--- src/rtl/nvm_lp_pkg.sv ---
package nvm_lp_pkg;

    typedef enum logic [1:0] {
        POL_SEMI   = 2'd0,
        POL_FULL   = 2'd1,
        POL_RSVD   = 2'd2,
        POL_MANUAL = 2'd3
    } pol_e;

    typedef enum logic [1:0] {
        ST_ACTIVE = 2'd0,
        ST_LOW    = 2'd1,
        ST_WAKE   = 2'd2
    } st_e;

    typedef struct packed {
        logic set;
        logic clr;
        logic stby;
        logic stby_rise;
        logic req;
    } ev_t;

    // Standby entry pushes the array to sleep only in the automatic policies.
    function automatic logic standby_sleeps(pol_e p);
        return (p == POL_SEMI) || (p == POL_FULL);
    endfunction

    // Leaving standby is the wake trigger only in fully automatic policy.
    function automatic logic standby_exit_wakes(pol_e p);
        return p == POL_FULL;
    endfunction

    // First access is the wake trigger in every other policy (reserved = manual).
    function automatic logic access_wakes(pol_e p);
        return p != POL_FULL;
    endfunction

endpackage

--- src/rtl/nvm_lp_edge.sv ---
module nvm_lp_edge (
    input  logic clk,
    input  logic rst,
    input  logic din,
    output logic rise
);
    logic din_q;

    always_ff @(posedge clk) begin
        if (rst) din_q <= 1'b0;
        else     din_q <= din;
    end

    assign rise = din & ~din_q;
endmodule

--- src/rtl/nvm_lp_wake_timer.sv ---
module nvm_lp_wake_timer #(
    parameter int WAKE_CYCLES = 4
) (
    input  logic clk,
    input  logic rst,
    input  logic run,
    output logic done
);
    localparam int CNT_W = (WAKE_CYCLES < 2) ? 1 : $clog2(WAKE_CYCLES);
    localparam logic [CNT_W-1:0] RELOAD = CNT_W'(WAKE_CYCLES - 1);

    logic [CNT_W-1:0] cnt;

    // Counter sits at its reload value until the waking phase begins.
    always_ff @(posedge clk) begin
        if (rst || !run)  cnt <= RELOAD;
        else if (cnt != '0) cnt <= cnt - 1'b1;
    end

    assign done = run && (cnt == '0);
endmodule

--- src/rtl/nvm_lp_fsm.sv ---
module nvm_lp_fsm
    import nvm_lp_pkg::*;
(
    input  logic       clk,
    input  logic       rst,
    input  logic [1:0] policy,
    input  ev_t        ev,
    input  logic       wake_done,
    output st_e        state
);
    pol_e pol;
    logic go_low;
    st_e  nxt;

    assign pol    = pol_e'(policy);
    // Clear beats set; standby entry only counts in automatic policies.
    assign go_low = !ev.clr && (ev.set || (ev.stby_rise && standby_sleeps(pol)));

    always_comb begin
        nxt = state;
        unique case (state)
            ST_ACTIVE: if (go_low) nxt = ST_LOW;
            ST_LOW: begin
                if (ev.clr
                    || (standby_exit_wakes(pol) && !ev.stby)
                    || (access_wakes(pol) && ev.req))
                    nxt = ST_WAKE;
            end
            ST_WAKE: begin
                if (go_low)         nxt = ST_LOW;
                else if (wake_done) nxt = ST_ACTIVE;
            end
            default: nxt = ST_ACTIVE;
        endcase
    end

    always_ff @(posedge clk) begin
        if (rst) state <= ST_ACTIVE;
        else     state <= nxt;
    end
endmodule

--- src/rtl/nvm_lp_ctrl.sv ---
module nvm_lp_ctrl
    import nvm_lp_pkg::*;
#(
    parameter int WAKE_CYCLES = 4
) (
    input  logic       clk,
    input  logic       rst,
    input  logic [1:0] policy,
    input  logic       standby,
    input  logic       set_cmd,
    input  logic       clr_cmd,
    input  logic       acc_req,
    output logic       lp_en,
    output logic       lp_status,
    output logic       acc_grant,
    output logic       acc_stall
);
    logic stby_rise;
    logic wake_done;
    ev_t  ev;
    st_e  state;

    nvm_lp_edge u_edge (
        .clk  (clk),
        .rst  (rst),
        .din  (standby),
        .rise (stby_rise)
    );

    assign ev = '{set: set_cmd, clr: clr_cmd, stby: standby,
                  stby_rise: stby_rise, req: acc_req};

    nvm_lp_wake_timer #(.WAKE_CYCLES(WAKE_CYCLES)) u_timer (
        .clk  (clk),
        .rst  (rst),
        .run  (state == ST_WAKE),
        .done (wake_done)
    );

    nvm_lp_fsm u_fsm (
        .clk       (clk),
        .rst       (rst),
        .policy    (policy),
        .ev        (ev),
        .wake_done (wake_done),
        .state     (state)
    );

    assign lp_en     = (state == ST_LOW);
    assign lp_status = lp_en;
    assign acc_grant = acc_req && (state == ST_ACTIVE);
    assign acc_stall = acc_req && (state != ST_ACTIVE);
endmodule

--- config.mk ---
export PLATFORM = sky130hd
export DESIGN_NAME = nvm_lp_ctrl
export DESIGN_NICKNAME = d
export VERILOG_FILES = /design/src/rtl/nvm_lp_pkg.sv /design/src/rtl/nvm_lp_edge.sv /design/src/rtl/nvm_lp_wake_timer.sv /design/src/rtl/nvm_lp_fsm.sv /design/src/rtl/nvm_lp_ctrl.sv
export SDC_FILE = /design/constraint.sdc
export NUM_CORES = 1
export LEC_CHECK = 0
export BUFFER_PORTS_ARGS = -buffer_cell sky130_fd_sc_hd__buf_2
export CORE_AREA = 4 4 41 43
export DETAILED_ROUTE_END_ITERATION = 8
export DIE_AREA = 0 0 45 47
export GPL_TIMING_DRIVEN = 0
export HOLD_SLACK_MARGIN = 0.12
export SYNTH_ARGS = -nofsm -noshare
export SYNTH_HDL_FRONTEND = slang
export SYNTH_SLANG_ARGS = --single-unit
--- constraint.sdc ---
create_clock -name clk -period 1.2 [get_ports clk]
set_input_delay 0.36 -clock clk [delete_from_list [all_inputs] [get_ports clk]]
set_output_delay 0.36 -clock clk [all_outputs]
set_load 0.02 [all_outputs]
=== After elaboration in Yosys (flattened, before gate mapping) ===
Index checks and enable logic that the tools add are counted.

* Word-level logic and storage cells: 39
* Register bits after elaboration: 5
* Output and inout bits: 4

* Add/subtract/negate cells: 1
* Eq/ne operators: 7
* Muxes and demuxes: 5
* Bitwise gates (word level): 2
* Reduce and logical (&&, ||, !) cells: 21

{| class="wikitable"
|+ Operators by type and width
! kind !! count
|-
| 2-bit 2-to-1 mux || 4
|-
| 1-bit logical AND || 7
|-
| 2-bit zero test || 3
|-
| 2-bit by 1-bit != test with 1-bit output (second input constant) || 3
|-
| 2-bit one-hot mux with 3 select lines || 1
|-
| 1-bit logical OR || 5
|-
| 2-bit by 1-bit equality test with 1-bit output (second input constant) || 2
|-
| 2-bit nonzero test || 2
|-
| 1-bit zero test || 3
|-
| 3-bit by 1-bit != test with 1-bit output (second input constant) || 1
|-
| 3-bit AND reduction || 1
|-
| 2-bit equality test (second input constant) || 1
|-
| 2-bit by 1-bit subtractor with 2-bit output (second input constant) || 1
|-
| 1-bit AND || 1
|-
| 1-bit NOT || 1
|}

=== Longest topological paths before layout ===
Gate-level depths: netlist of the first run.

* Word-level depth: 7
* Gate-level depth with buffers: 4
* Depth with buffers taken out: 4

=== Modules after synthesis ===
A second synthesis of the first run with hierarchy kept.

* Cells, all modules: 35
* Area total of the unflattened synthesis: 321.6 um^2

{| class="wikitable"
|+ Modules (own cells, without submodules)
! module !! area each (um^2) !! sequential area each (um^2) !! instances !! cells an instance
|-
| nvm_lp_fsm || 127.6 || 40.0 || 1 || 15
|-
| nvm_lp_wake_timer || 108.9 || 40.0 || 1 || 12
|-
| nvm_lp_edge || 47.5 || 20.0 || 1 || 3
|-
| nvm_lp_ctrl || 37.5 || 0.0 || 1 || 5
|}

=== Worst setup path after synthesis of the first run ===
OpenSTA, ideal clock, no wires.

* Path kind: register to output
* Start: register u_fsm.state[0]
* End: output port lp_status
* Path slack: -0.216 ns
* Arrival time: 1.056 ns
* Cell stages (with the launch flop): 3
* Buffers on the path: 1
* Path through: dfxtp_1 > nor2b_1 > buf_4

* Cells in the longest elaborated chain, start to end: 1

{| class="wikitable"
|+ RTL lines
! item !! RTL line !! source
|-
| start, declared || nvm_lp_fsm.sv:9 || <nowiki>output st_e state</nowiki>
|-
| start signal, assigned || nvm_lp_fsm.sv:39 || <nowiki>else state <= nxt;</nowiki>
|-
| 2-bit by 1-bit equality test with 1-bit output || nvm_lp_ctrl.sv:49 || <nowiki>assign lp_en = (state == ST_LOW);</nowiki>
|-
| end, declared || nvm_lp_ctrl.sv:14 || <nowiki>output logic lp_status,</nowiki>
|}

No other way between the ends.

=== Worst setup path in the final report of the first run ===
Ends and elaborated chain as after synthesis.

==> impl_results.md, run 1 <==
* Outcome: complete, but fails checks
* Failing checks: negative setup slack
* Count of boundary I/O pins at 12
* Layout cells sized above 1 at 53.3%
* P per Cell Area at roughly 1100 mW/mm²
* Delay-heaviest family, CP: flip-flops
* Post-Synth XOR/XNOR Area at 3.24%
* GPL Wtd Cong at about 0.65
* Core area at between 0.001 and 0.0015 mm²
* Critical-path top delay cell: dfxtp_4
* Clock Skew at about 0.0012 ns
* Vias at 265
* Synthesized Nets at 37
* Max-cap violation count at 0
* Arrival @ worst endpoint at between 0.9 and 1 ns
* Routed vias/inst at 4.42
* CP cell instances: nor2b_4 > buf_6 > buf_6
* Critical path endpoint category: primary output
* Synth Area in Adders at approximately 4.6%
* Post-synthesis compound-gate area fraction at around 16%
* Synth Area in Simple Gates at ~28%
* Total track usage at 7.28%
* Total iterations of the first detailed-routing run at 1
* Clk slew on worst S/H paths at about 0.04 ns
* WS Path Type: register to primary output
* Cts hold-fix bufs at 0
* First-pass GRT wire length at 1090 µm
* Relative max-transition margin at a little over four fifths
* Crit-path max FO at 4
* IO buf count at 11
* Final hold violations at 0
* Antenna diode count at 0
* P_leak at between 0.2 and 0.25 nW
* M1 wire length at between 200 and 300 µm
* Drt drc at 0
* ANT nets after route at 0
* VDD IR max at 272 µV
* Fin crit share at 110%
* Starting DRC count in detailed routing at 0
* Worst Path Required at ~0.84 ns
* CP max stage delay at 0.35 ns
* Starting Density at 20.8%
* Final wirelength at just under 600 µm
* # setup viols final at 4
* Met3 wire len at 56 µm
* DR top layer: met3
* Synth Warn # at 0
* Fmax at between 700 and 800 MHz
* Min cycle time layout at ~1.3 ns
* Largest net degree at the start of global routing at 6
* H-Tree Depth at 1
* CTS tree: yes
* CP dominant cell by count: buf_6
* Vias in the first global route at around 280
* Slew @ Worst Pin at ~0.24 ns
* Root Buffer: clkbuf_4
* Synthesized instance count at 28
* Unrepaired setup endpoints after global routing: true
* Post-Syn Area at roughly 270 µm²
* CTS Buf Count at 3
* Mux contribution to synthesized area at 4.17%
* Metal2 WL at 277 µm
* Worst hold margin at 0.361 ns
* WL per Instance at between 9 and 10 µm
* Clock Sinks at 5
* Largest family of logic cells by synthesized area: simple AND/OR/NAND/NOR gates
* Final net count at 55
* Crit path launch type: register
* WP buf/inv at 2
* Setup ws final at -0.123 ns
* Area growth syn-to-layout at 59.3%
* Clk buf depth at 2
* Synth Register Bits at 5
* Initial antenna violation count at 0
* Final Max Slew Viols at 0
* Remaining Overflow, GRT at 0
* Die Area at 0.00212 mm²
* Yosys cell types at 16
* Pwr Total at about 0.46 mW
* Row count at 13
* Seq/Total Area, Yosys at about 37%
* Fin cells at 60
* Post-Syn Area per Cell at between 9 and 10 µm²
* Clk_lat worst skew at roughly 0.23 ns
* Inst Count DP at between 50 and 60
* Die height at roughly 47 µm
* Tightest Hold Check Type: input pin to register
* Die width at about 45 µm
[logic make-up (layout without fill, tap and decap cells)]
kind of cell / count (synthesis) / count (layout)
AND/OR/NAND/NOR: 11 / 11
AO/OA/AOI/OAI: 5 / 5
flip-flops: 5 / 5
buffers and inverters: 4 / 21
adder cells (fa/ha/maj): 1 / 1
XOR/XNOR: 1 / 1
multiplexers: 1 / 1
[worst paths after layout]
| check | start | to | slack [ns] | cells past startpoint |
|---|---|---|---|---|
| setup / recovery | u_fsm.state[0]$_SDFFE_PP0P_ | lp_status | -0.12 | 3 |
| hold / removal | rst | u_edge.din_q$_SDFF_PP0_ | 0.36 | 2 |
| setup reg to reg | u_timer.cnt[0]$_SDFFE_PP1N_ | u_fsm.state[1]$_SDFFE_PP0P_ | 0.07 | 4 |
| hold reg to reg | u_timer.cnt[0]$_SDFFE_PP1N_ | u_timer.cnt[0]$_SDFFE_PP1N_ | 0.49 | 2 |
[synthesized netlist by cell type, drive strengths merged]
| cell | instances | share of area (%) |
|---|---|---|
| a211o | 1 | 3.2 |
| dfxtp | 5 | 37 |
| ha | 1 | 4.6 |
| xor2 | 1 | 3.2 |
| a32o | 1 | 3.7 |
| o21bai | 1 | 2.8 |
| nand2 | 3 | 4.2 |
| nor2b | 2 | 4.6 |
| o21a | 1 | 2.8 |
| mux2 | 1 | 4.2 |
| inv | 3 | 4.2 |
| o32ai | 1 | 3.2 |
| nor4b | 1 | 3.2 |
| buf | 1 | 2.8 |
| nor3b | 4 | 11 |
| nand2b | 1 | 5.1 |
[where the power goes]
part           internal [mW]  switching [mW]
clock network          0.125          0.0599
logic                 0.0521          0.0417
registers              0.172         0.00693
[placed cells by master, fill, tap and decap left out, drive strengths merged]
master | synthesis | final
nor3b | 4 | 4
a211o | 1 | 1
buf | 1 | 14
o32ai | 1 | 1
nor4b | 1 | 1
xor2 | 1 | 1
o21bai | 1 | 1
ha | 1 | 1
nand2 | 3 | 3
a32o | 1 | 1
nor2b | 2 | 2
clkbuf | 0 | 4
nand2b | 1 | 1
inv | 3 | 3
mux2 | 1 | 1
dfxtp | 5 | 5
o21a | 1 | 1
[metal layers]
metal	vias to the layer above	track usage, %
met5	-	0
met4	0	5.26
met3	0	2.30
met2	10	11.6
met1	121	8.22
li1	134	-
[flip-flops by register name, indices dropped and copies added (netlist names)]
name,flops
u_timer.cnt,2
u_edge.din_q,1
u_fsm.state,2
[layout make-up]
class | instances | area (µm²)
sequential | 5 | 108
fill | 153 | 871
buffer | 1 | 11.3
multi-input combinational | 19 | 170
inverter | 3 | 11.3
timing repair buffer | 13 | 85.1
clock buffer | 4 | 26.3
tap | 15 | 18.8
[what timing repair did]
item / CTS / global route
resized for setup: 11 / 0
endpoints found under the setup margin: 5 / 4
setup buffers: 2 / 0
pin swaps: 2 / 2
[stage by stage]
step	TNS, ns	cell area (µm²)	worst slack [ns]	util, %
floorplan	0	283	0.0232	-
global placement	-0.115	357	-0.0736	27.4
detailed placement	-0.157	357	-0.0933	27.4
CTS	-0.401	430	-0.134	33.1
global route	-0.543	430	-0.175	33.1
finish	-0.331	430	-0.123	33.1
Note: power is estimated with default switching activity, not from simulation.
==> run 2, diff against run 1 <==
--- a/config.mk
+++ b/config.mk
@@ -5,6 +5,7 @@
 export SDC_FILE = /design/constraint.sdc
 export NUM_CORES = 1
 export LEC_CHECK = 0
+export ABC_AREA = 1
 export BUFFER_PORTS_ARGS = -buffer_cell sky130_fd_sc_hd__buf_2
 export CORE_AREA = 4 4 41 43
 export DETAILED_ROUTE_END_ITERATION = 8
==> run 2 against run 1 <==
Against the previous run:
- the flow still finishes with violations (negative setup slack)
- total power increased by 19%
- global-route usage grew 2.4 points
- worst hold slack got worse by 0.041 ns
- critical path depth up 1
- largest cell class unchanged
- fmax fell by 2.4%
- design area grew 22%
- setup slack worse by 0.032 ns
==> impl_results.md, run 2 <==
* Routed vias/inst at roughly 4.3
* Die height at between 40 and 50 µm
* CTS tree: yes
* Total track usage at 9.65%
* Setup ws final at -0.155 ns
* Outcome: complete, but fails checks
* P per Cell Area at about 1000 mW/mm²
* Largest net degree at the start of global routing at 6
* DP HPWL at ~510 µm
* CTS Buf Count at 3
* Unrepaired setup endpoints after global routing: true
* Crit path launch type: register
* Total iterations of the first detailed-routing run at 4
* First-pass GRT wire length at 1360 µm
* Clk buf depth at 2
* Antenna diode count at 0
* ANT nets after route at 0
* WL per Instance at 10.7 µm
* Cts hold-fix bufs at 0
* Fmax at between 700 and 800 MHz
* Layout cells sized above 1 at a little under three fifths
* Dominant cells by area after synthesis: dfxtp_1 31%, inv_1 10%, nand2_2 7.7%, nand2_1 6.9%, nand3_2 6.2%
* Die width at roughly 45 µm
* Vias at approximately 360
* GPL Wtd Cong at roughly 0.65
* Synthesized Nets at 56
* Initial antenna violation count at 0
* Post-route cell area at ~520 µm²
* Clock Skew at 0.000290 ns
* Fin crit share at 113%
* Starting DRC count in detailed routing at 7
* Starting Density at 24.9%
* Ys flop type: dfxtp_1
* Setup crit start: u_fsm.state[1]$_SDFFE_PP0P_
* Clk slew on worst S/H paths at approximately 0.040 ns
* VDD IR max at ~650 µV
* Seq/Total Area, Yosys at between 30% and 40%
* Worst hold margin at about 0.32 ns
* Final net count at 78
* Vias in the first global route at approximately 360
* Remaining Overflow, GRT at 0
* WS Path Type: register to primary output
* Met2 Resource Use GR at 16.7%
* Met3 Usage GRT at under 10%
* Area growth syn-to-layout at 61.4%
* Clock Sinks at 5
* Final Max Slew Viols at 0
* Routing usage on met1 at under 10%
* Biggest regs: u_fsm.state x2, u_timer.cnt x2, u_edge.din_q x1
* Synthesized instance count at 47
* Crit-path max FO at 3
* Slew @ Worst Pin at ~0.24 ns
* # setup viols final at 6
* Post-synth ARST share at 0%
* Most crowded layer after global routing: met2
* Most common cell in the netlist: inv_1
* Area share of the largest cell type after synthesis at 30.9%
* Relative max-transition margin at a little over four fifths
* Max-cap violation count at 0
* IO buf count at 11
* Row count at 13
* Die Area at about 0.0021 mm²
* P_leak at roughly 0.27 nW
* Synth Register Bits at 5
* Cell taking the most area after synthesis: dfxtp_1
* Critical path endpoint category: primary output
* Post-Syn Area per Cell at 6.89 µm²
* Min cycle time layout at 1.36 ns
* Synth Warn # at 0
* Final wirelength at 887 µm
* Number of synthesized flops with an enable pin at 0
* Count of boundary I/O pins at 12
* Root Buffer: clkbuf_4
* Failing checks: negative setup slack
* Yosys cell types at 18
* Post-place instance area at around 400 µm²
* Tightest Hold Check Type: input pin to register
* H-Tree Depth at 1
* Worst r2r src: u_fsm.state[1]$_SDFFE_PP0P_
* Core area at 0.00130 mm²
* Hold path start: rst
* Worst Path Required at about 0.84 ns
* Clk_lat worst skew at roughly 0.24 ns
* Drt drc at 0
* Post-Syn Area at around 320 µm²
* Commonest non-fill, non-tap cells in the layout: 7 x inv_1, 7 x buf_2, 6 x nand2_1, 6 x buf_4, 5 x buf_6
* Pre-CTS setup slack at 0.0276 ns
* Arrival @ worst endpoint at 1.00 ns
* Final hold violations at 0
* Top cells by count, synth: 9 x inv_1, 6 x nand2_1, 5 x dfxtp_1, 5 x nor2_1, 4 x nand2_2
[run 2: cell type report]
cell class,count,area (µm²)
timing repair buffer,17,125
fill,146,778
sequential,5,108
tap,15,18.8
inverter,11,41.3
buffer,1,11.3
multi-input combinational,30,193
clock buffer,4,26.3
[run 2: worst paths after layout]
path                                               endpoint  slack [ns]  cells after the start
worst max-delay path                              acc_stall       -0.16                      4
worst min-delay path            u_fsm.state[1]$_SDFFE_PP0P_        0.32                      2
worst max register to register  u_fsm.state[1]$_SDFFE_PP0P_       -0.08                      9
worst min register to register  u_timer.cnt[0]$_SDFFE_PP1N_        0.48                      2
[run 2: metrics by stage]
stage | instances | TNS [ns] | total power, mW | utilization (%)
floorplan | 47 | 0 | 0.256 | -
global placement | 73 | 0 | 0.290 | 30.6
detailed placement | 73 | 0 | 0.290 | 30.6
CTS | 82 | -0.432 | 0.527 | 37.2
global route | 83 | -0.951 | 0.584 | 40.2
finish | 83 | -0.648 | 0.544 | 40.2
[run 2: kinds of logic (layout without fill, tap and decap cells)]
family	after synthesis	in the layout	synth area share (%)
AND/OR/NAND/NOR	23	23	37.1
buffers and inverters	12	33	15.1
AO/OA/AOI/OAI	5	5	10.4
flip-flops	5	5	30.9
adder cells (fa/ha/maj)	1	1	3.86
XOR/XNOR	1	1	2.70
[run 2: repair_timing]
| item | CTS | global route |
|---|---|---|
| gates resized for setup | 10 | 10 |
| buffers inserted | 5 | 1 |
| endpoints found under the setup margin | 4 | 6 |
| pin swaps | 1 | 0 |
[run 2: where the power goes]
part | internal (mW) | leakage [nW] | switching [mW]
Clock | 0.125 | 0.0150 | 0.0639
Combinational | 0.0862 | 0.215 | 0.0845
Sequential | 0.174 | 0.0424 | 0.0103
[run 2: layer usage]
| layer | routed length, µm | vias to the layer above |
|---|---|---|
| li1 | - | 189 |
| met1 | 312 | 164 |
| met2 | 494 | 8 |
| met3 | 80 | 0 |
| met4 | 0 | 0 |
| met5 | 0 | - |
[run 2: worst max-delay path, stage by stage, from the launching register on]
cell and delay [ns]:
dfxtp_4 0.35, nor2_4 0.13, buf_6 0.11, nor2_4 0.03, buf_6 0.13
